File: src/rtl/rpc_pkg.sv
package rpc_pkg;

  typedef enum logic [1:0] {
    ACC_LOAD  = 2'd0,
    ACC_STORE = 2'd1,
    ACC_FETCH = 2'd2,
    ACC_RSVD  = 2'd3
  } accKind_t;

  localparam int AREAS  = 4;
  localparam int AREA_W = $clog2(AREAS);
  localparam int SEL_W  = 3;
  localparam int LOCK_W = 3;

  localparam logic [SEL_W-1:0] SEL_MAIN  = 3'd0;
  localparam logic [SEL_W-1:0] SEL_I0    = 3'd1;
  localparam logic [SEL_W-1:0] SEL_I1    = 3'd2;
  localparam logic [SEL_W-1:0] SEL_D0    = 3'd3;
  localparam logic [SEL_W-1:0] SEL_D1    = 3'd4;
  localparam logic [SEL_W-1:0] SEL_IPERM = 3'd5;
  localparam logic [SEL_W-1:0] SEL_DPERM = 3'd6;
  localparam logic [SEL_W-1:0] SEL_LOCK  = 3'd7;

  localparam int LK_LINES = 0;
  localparam int LK_IPERM = 1;
  localparam int LK_DPERM = 2;

  localparam int I_PERM_W = 3 * AREAS;
  localparam int D_PERM_W = 2 * AREAS;

  typedef struct packed {
    logic wrMain;
    logic wrI0;
    logic wrI1;
    logic wrD0;
    logic wrD1;
    logic wrIPerm;
    logic wrDPerm;
  } cfgStrobe_t;

endpackage

File: src/rtl/rpc_port_check.sv
module rpc_port_check
  import rpc_pkg::*;
#(
  parameter int ADDR_W   = 32,
  parameter int BE_W     = 4,
  parameter bit HAS_EXEC = 1'b1,
  localparam int BPA     = HAS_EXEC ? 3 : 2,
  localparam int PERM_W  = BPA * AREAS
) (
  input  logic [ADDR_W-1:0] addr,
  input  accKind_t          kind,
  input  logic [BE_W-1:0]   byteEn,
  input  logic [ADDR_W-1:0] line0,
  input  logic [ADDR_W-1:0] line1,
  input  logic [ADDR_W-1:0] topLine,
  input  logic [PERM_W-1:0] perm,
  output logic              allow
);

  logic [AREAS-1:0]  rdEn;
  logic [AREAS-1:0]  wrEn;
  logic [AREAS-1:0]  exEn;
  logic [AREA_W-1:0] areaIdx;

  for (genvar g = 0; g < AREAS; g++) begin : g_field
    assign rdEn[g] = perm[g*BPA];
    assign wrEn[g] = perm[g*BPA+1];
    if (HAS_EXEC) begin : g_exec
      assign exEn[g] = perm[g*BPA+2];
    end else begin : g_noexec
      assign exEn[g] = 1'b0;
    end
  end

  // Highest boundary wins, so disordered lines still give one area
  always_comb begin
    if (addr >= topLine)    areaIdx = AREA_W'(3);
    else if (addr >= line1) areaIdx = AREA_W'(2);
    else if (addr >= line0) areaIdx = AREA_W'(1);
    else                    areaIdx = AREA_W'(0);
  end

  always_comb begin
    if (byteEn == '0) begin
      allow = 1'b1;
    end else begin
      case (kind)
        ACC_LOAD:  allow = rdEn[areaIdx];
        ACC_STORE: allow = wrEn[areaIdx];
        ACC_FETCH: allow = exEn[areaIdx];
        default:   allow = 1'b0;
      endcase
    end
  end

endmodule

File: src/rtl/rpc_datapath.sv
module rpc_datapath
  import rpc_pkg::*;
#(
  parameter int ADDR_W = 32,
  parameter int BE_W   = 4,
  parameter logic [ADDR_W-1:0] ALIAS_OFS = 'h0002_0000
) (
  input  logic              clk,
  input  logic              rstN,
  input  cfgStrobe_t        strobe,
  input  logic [ADDR_W-1:0] cfgWdata,
  input  logic [ADDR_W-1:0] iAddr,
  input  logic [1:0]        iType,
  input  logic [BE_W-1:0]   iByteEn,
  input  logic [ADDR_W-1:0] dAddr,
  input  logic [1:0]        dType,
  input  logic [BE_W-1:0]   dByteEn,
  output logic              iAllow,
  output logic              dAllow
);

  logic [ADDR_W-1:0]   mainLine;
  logic [ADDR_W-1:0]   iLine0;
  logic [ADDR_W-1:0]   iLine1;
  logic [ADDR_W-1:0]   dLine0;
  logic [ADDR_W-1:0]   dLine1;
  logic [I_PERM_W-1:0] iPerm;
  logic [D_PERM_W-1:0] dPerm;
  logic [ADDR_W-1:0]   dTopLine;

  always_ff @(posedge clk) begin
    if (!rstN) begin
      mainLine <= '0;
      iLine0   <= '0;
      iLine1   <= '0;
      dLine0   <= '0;
      dLine1   <= '0;
      iPerm    <= '1;
      dPerm    <= '1;
    end else begin
      if (strobe.wrMain)  mainLine <= cfgWdata;
      if (strobe.wrI0)    iLine0   <= cfgWdata;
      if (strobe.wrI1)    iLine1   <= cfgWdata;
      if (strobe.wrD0)    dLine0   <= cfgWdata;
      if (strobe.wrD1)    dLine1   <= cfgWdata;
      if (strobe.wrIPerm) iPerm    <= cfgWdata[I_PERM_W-1:0];
      if (strobe.wrDPerm) dPerm    <= cfgWdata[D_PERM_W-1:0];
    end
  end

  // The shared boundary, seen through the data-side alias window
  assign dTopLine = mainLine + ALIAS_OFS;

  rpc_port_check #(
    .ADDR_W  (ADDR_W),
    .BE_W    (BE_W),
    .HAS_EXEC(1'b1)
  ) u_iChk (
    .addr   (iAddr),
    .kind   (accKind_t'(iType)),
    .byteEn (iByteEn),
    .line0  (iLine0),
    .line1  (iLine1),
    .topLine(mainLine),
    .perm   (iPerm),
    .allow  (iAllow)
  );

  rpc_port_check #(
    .ADDR_W  (ADDR_W),
    .BE_W    (BE_W),
    .HAS_EXEC(1'b0)
  ) u_dChk (
    .addr   (dAddr),
    .kind   (accKind_t'(dType)),
    .byteEn (dByteEn),
    .line0  (dLine0),
    .line1  (dLine1),
    .topLine(dTopLine),
    .perm   (dPerm),
    .allow  (dAllow)
  );

endmodule

File: config.mk
export PLATFORM = sky130hd
export DESIGN_NAME = rpc_datapath
export DESIGN_NICKNAME = d
export VERILOG_FILES = /design/src/rtl/rpc_pkg.sv /design/src/rtl/rpc_port_check.sv /design/src/rtl/rpc_datapath.sv
export SDC_FILE = /design/constraint.sdc
export NUM_CORES = 1
export LEC_CHECK = 0
export CAP_MARGIN = 10
export CORE_MARGIN = 2
export CORE_UTILIZATION = 61
export CTS_CLUSTER_SIZE = 28
export DETAILED_ROUTE_END_ITERATION = 16
export DONT_BUFFER_PORTS = 1
export PLACE_DENSITY = 0.75
export REMOVE_ABC_BUFFERS = 1
export SETUP_SLACK_MARGIN = 0.3
export SYNTH_ARGS = -nofsm -noshare
export SYNTH_HDL_FRONTEND = slang
export SYNTH_SLANG_ARGS = --single-unit
export TNS_END_PERCENT = 5
File: constraint.sdc
create_clock -name clk -period 3.1 [get_ports clk]
set_input_delay 0.155 -clock clk [delete_from_list [all_inputs] [get_ports clk]]
set_output_delay 0.155 -clock clk [all_outputs]
set_load 0.02 [all_outputs]
After elaboration in Yosys (flattened, before gate mapping)
Index checks and enable logic that the tools add are counted.
{"block": "totals", "input_bits": 117, "ff_bits": 180, "output_inout_bits": 2, "word_cells": 46}
{"block": "op_classes", "order_cmp": 8, "add_sub_neg": 1, "n_mux": 22, "eq_ne": 4, "n_reduce_logical": 4}
{"op": "$ge A32 B32 Y1", "n": 6}
{"op": "$add A32 B18 Y32 const B", "n": 1}
{"op": "$bmux W1 S2", "n": 6}
{"op": "$mux W1", "n": 10}
{"op": "$logic_not A4 Y1", "n": 2}
{"op": "$mux W2", "n": 4}
{"op": "$lt A2 B3 Y1 const B", "n": 2}
{"op": "$pmux W1 S3", "n": 2}
{"op": "$eq A2 B1 Y1 const B", "n": 2}
{"op": "$eq A2 B2 Y1 const B", "n": 2}
{"op": "$logic_not A2 Y1", "n": 2}

Longest topological paths before layout
{"block": "depth", "word_depth": 8, "ltp_mapped": 14, "ltp_nobuf": 14}

Hierarchy
A second synthesis with hierarchy kept.
{"block": "unflattened", "hier_cells": 1323, "hier_area_um2": 12015.3}
{"module": "rpc_datapath", "n_inst": 1, "area_each_um2": 6959.2, "seq_area_each_um2": 3603.5, "cells_per_inst": 620}
{"module": "rpc_port_check at u_iChk", "n_inst": 1, "area_each_um2": 2596.2, "seq_area_each_um2": 0.0, "cells_per_inst": 357}
{"module": "rpc_port_check at u_dChk", "n_inst": 1, "area_each_um2": 2459.9, "seq_area_each_um2": 0.0, "cells_per_inst": 346}

Worst setup path after synthesis
Ideal clock, no wire load.
{"block": "synth_timing", "path_kind": "flip-flop to output port", "startpoint": "register mainLine[19]", "endpoint": "output dAllow", "path_slack_ns": 0.000, "path_stages_with_launch": 15, "required_ns": 2.945, "path_buffers": 0, "t_arrival_ns": 2.945, "path_cell_list": "dfxtp_1 > inv_1 > nor3_1 > and3_1 > nand2_1 > nor4_1 > xnor2_1 > ha_1 > a21o_1 > a21oi_1 > o21ai_0 > a221oi_1 > o21ai_0 > or2_2 > o211ai_1"}
{"block": "synth_between", "elab_chain_len": 7, "elab_cells_between_ends": 11, "classes_between": "add/sub (1); order compare (1); mux (9)"}
{"element": "start, declared", "line": "rpc_datapath.sv:22", "text": "logic [ADDR_W-1:0] mainLine;"}
{"element": "start signal, assigned", "line": "rpc_datapath.sv:41", "text": "if (strobe.wrMain) mainLine <= cfgWdata;"}
{"element": "$add A32 B18 Y32 *", "line": "rpc_datapath.sv:52", "text": "assign dTopLine = mainLine + ALIAS_OFS;"}
{"element": "$ge A32 B32 Y1 *", "line": "rpc_port_check.sv:37", "text": "if (addr >= topLine) areaIdx = AREA_W'(3);"}
{"element": "$mux W2 *", "line": "rpc_port_check.sv:37"}
{"element": "$bmux W1 S2, on equally long branches", "line": "rpc_port_check.sv:50, rpc_port_check.sv:48, rpc_port_check.sv:49"}
{"element": "$mux W1, on equally long branches", "line": "rpc_port_check.sv:50, rpc_port_check.sv:48, rpc_port_check.sv:49"}
{"element": "$pmux W1 S3 *", "line": "rpc_port_check.sv:47", "text": "case (kind)"}
{"element": "$mux W1 *", "line": "rpc_port_check.sv:44", "text": "if (byteEn == '0) begin"}
{"element": "end, declared", "line": "rpc_datapath.sv:19", "text": "output logic dAllow"}
Mark *: on every way between the ends. The rest lies on a longest branch, timed or not. The select of a mux whose other input is x is not followed.

Final worst setup path
Same ends and word-level chain as after synthesis.

==> qor.csv <==
stage,metric,value,unit
status,status,"complete, but fails checks",
status,failing checks,"hold timing, setup timing",
route,total iterations of the first detailed-routing run,4,
worst_hold_path,min-delay worst type,primary input to flop,
pwr,logic gate share of total power,0.207,
critical_path,capture point of the worst path,dAllow,
placed_design,dpl cells,1493,
floorplanning,die span in y,142,um
route,WL per Instance,18.9,um
critical_path,FF-to-FF Start,dPerm[2],
final_layout,sequential cell area,3610,um2
pwr,internal power,4.38,mW
route,drc violations,0,
critical_path,FF-to-FF path depth,3,
timing,worst-margin pin slew,798,ps
final_layout,cell area after layout,13500,um2
critical_path,Critical Path AT,3340,ps
final_layout,Finished Layout Cells,1581,
cts,H-tree levels,4,
timing,Relative slew margins,0.466,
route,via count,8951,
pwr,sw power,1.63,mW
synth,Area contributors post-synth,"dfxtp_1 (31%), ha_1 (21%), mux2i_1 (15%)",
placed_design,IO buf count,0,
synth,post-synthesis xor/xnor area fraction,0.00973,
synth,Synth top area share,0.308,
placed_design,"worst slack, placed",-255,ps
pwr,Worst IR Drop VDD,416,uV
critical_path,start point of the critical path,mainLine[19],
floorplanning,DIE AREA,20300,um2
timing,"Min Clock Period, post-route",3500,ps
global_routing,Tot GR Track Use,0.295,
placed_design,routability cong.,0.890,
timing,FMAX,286,MHz
timing,crit share post-route,1.13,
cts,clk_lat worst skew,420,ps
floorplanning,Std-Cell Rows,50,
floorplanning,num ports,119,
global_routing,first-pass GRT wire length,46600,um
global_routing,Overflow after GRT,0,
synth,fraction of registers with async set/reset,0,
final_layout,"most common cell after layout, fill and taps aside",ha_1,
synth,Post-Synth Simple-Gate Area,0.157,
synth,"area leader, netlist",dfxtp_1,
timing,Clock Skew,0,ps
critical_path,CP Data Required Time,2940,ps
pwr,Clk pwr share,0.371,
critical_path,internal reg-to-reg setup slack,1860,ps
final_layout,layout cells sized above 1,0.0922,
final_layout,Multi-input gate area,7560,um2
timing,Hold WS,-2.49,ps
timing,worst setup margin,-397,ps
job,MaxCap Viol Count,0,
timing,Max Slew Vio Count,0,
cts,Num CTS Buffers,17,
synth,Post-Synth Adder-Cell Area,0.206,
synth,largest family of logic cells by synthesized area,adder cells,
cts,clock transition at the registers of the reported paths,60,ps
placed_design,post-DP HPWL,20300,um
global_routing,initial antenna violation count,2,
route,final WL,29900,um
final_layout,most frequent cells in the layout,"ha_1 (187), mux2i_1 (181), dfxtp_1 (171)",
route,Via-to-Cell Ratio,5.66,
critical_path,nature of the critical path endpoint,output port,
pwr,leakage,5.99,nW
floorplanning,core box area,18800,um2
pwr,Switching Share,0.271,
critical_path,R2R Path End,dPerm[2],
synth,multiplexer share of the synthesized area,0.160,
synth,Mapped Area,11700,um2
final_layout,Final Util,0.721,
worst_hold_path,hold path start,strobe[4],
synth,Syn. warnings,0,
floorplanning,die span in x,142,um
placed_design,Area after DPL,12000,um2
synth,"EDFF count, synth",0,
pwr,Power Density,444,nW/um2
final_layout,Syn-to-layout area delta,15.7,%
critical_path,Setup crit start kind,flop,
cts,Clock Path Buffers,2,
pwr,Tot Pwr,6.00,mW
cts,clock root cell,clkbuf_16,
synth,gate count of the mapped netlist,1275,
timing,total negative slack,-731,ps
timing,RSZ-0062 raised after global routing,yes,
synth,top_reg_cell synth,dfxtp_1,
timing,Final Hold Viols,1,
synth,number of distinct library cells after synthesis,52,
pwr,sequential power share,0.422,
global_routing,largest net degree at the start of global routing,181,
critical_path,worst setup path class,flop to output port,
cts,CTS Sinks,180,
synth,Mapped Avg Cell Area,9.17,um2
critical_path,CP Max Fanout,2,
route,Final ANT Viol Nets,0,
route,starting DRC count in detailed routing,429,
timing,# setup viols final,2,
final_layout,fill count,1426,
final_layout,post-layout net count,1643,
synth,Yosys reg bits,180,
cts,clock tree from TritonCTS,yes,
global_routing,vias in the first global route,9047,
floorplanning,initial core utilization,0.623,
synth,Compound-Gate Fraction of Synth Area,0.0925,
synth,"Seq/Total Area, Yosys",0.308,
-- kinds of logic (layout without fill, tap and decap cells) --
logic type,after synthesis,count (layout)
XOR/XNOR,13,13
AO/OA/AOI/OAI,172,172
buffers and inverters,208,278
flip-flops,180,180
AND/OR/NAND/NOR,324,324
adder cells (fa/ha/maj),193,193
other,0,2
multiplexers,185,185
-- flip-flops by register name, indices dropped and copies added, names as in the netlist --
register	count
dLine0	32
dLine1	32
dPerm	8
iLine0	32
iLine1	32
iPerm	12
mainLine	32
-- synthesized netlist by cell type (10+ instances only) --
| cell | instances |
|---|---|
| o21ai_0 | 35 |
| ha_1 | 193 |
| nand3_1 | 18 |
| a21o_1 | 29 |
| nand2_1 | 51 |
| nor2_1 | 23 |
| a21oi_1 | 60 |
| nand4_1 | 27 |
| mux2i_1 | 181 |
| nor2b_1 | 165 |
| buf_1 | 16 |
| dfxtp_1 | 180 |
| xnor2_1 | 13 |
| inv_1 | 165 |
| o211ai_1 | 10 |
| clkbuf_1 | 27 |
-- timing repair --
action | in CTS | in global routing
setup buffers | 3 | 2
resized for setup | 41 | 21
hold buffers | 50 | 0
pin swaps | 20 | 19
setup endpoints to repair | 2 | 2
hold endpoints to repair | 180 | 0
-- layout make-up --
cell class	count	area share
antenna	2	0.000370
clock buffer	22	0.0350
clock inverter	9	0.00934
inverter	165	0.0458
multi-input combinational	887	0.559
sequential	180	0.267
tap	234	0.0216
timing repair buffer	82	0.0620
-- worst max-delay path, stage by stage (launching register included) --
cell	delay (ps)
dfxtp_2	340
inv_2	50
nor3_4	200
and3_4	230
nand2_4	60
nor4_4	220
xnor2_1	100
ha_1	310
a21o_1	190
a21oi_2	170
o21ai_2	90
a221oi_2	240
o21ai_1	120
or2_4	230
o211ai_1	210
buf_4	180
-- power groups by stage --
stage                     clock [mW]  combinational (mW)  sequential (mW)
final                           2.23                1.24             2.53
after global routing            2.36                1.39             2.54
after CTS                       2.26                1.20             2.53
after detailed placement           0               0.966             2.57
after global placement             0               0.928             2.57
after floorplan                    0               0.748             2.56
-- routing by layer --
| layer | vias up | routed length (um) | GRT usage |
|---|---|---|---|
| met3 | 57 | 1810 | 0.0666 |
| met2 | 205 | 13500 | 0.481 |
| met5 | - | 0 | 0 |
| met4 | 0 | 920 | 0.122 |
| met1 | 4188 | 13600 | 0.378 |
| li1 | 4501 | - | - |
-- how the worst min path moves through the flow --
| stage | cells past startpoint | slack, ps | to |
|---|---|---|---|
| floorplan | 1 | 220 | dPerm[0] |
| global placement | 1 | 260 | dPerm[2] |
| CTS | 2 | 6 | iLine1[24] |
| global route | 2 | 5 | iLine1[24] |
| finish | 2 | -2 | iLine1[24] |
| detailed placement | 1 | 260 | dPerm[1] |
(Power assumes the default switching activity.)
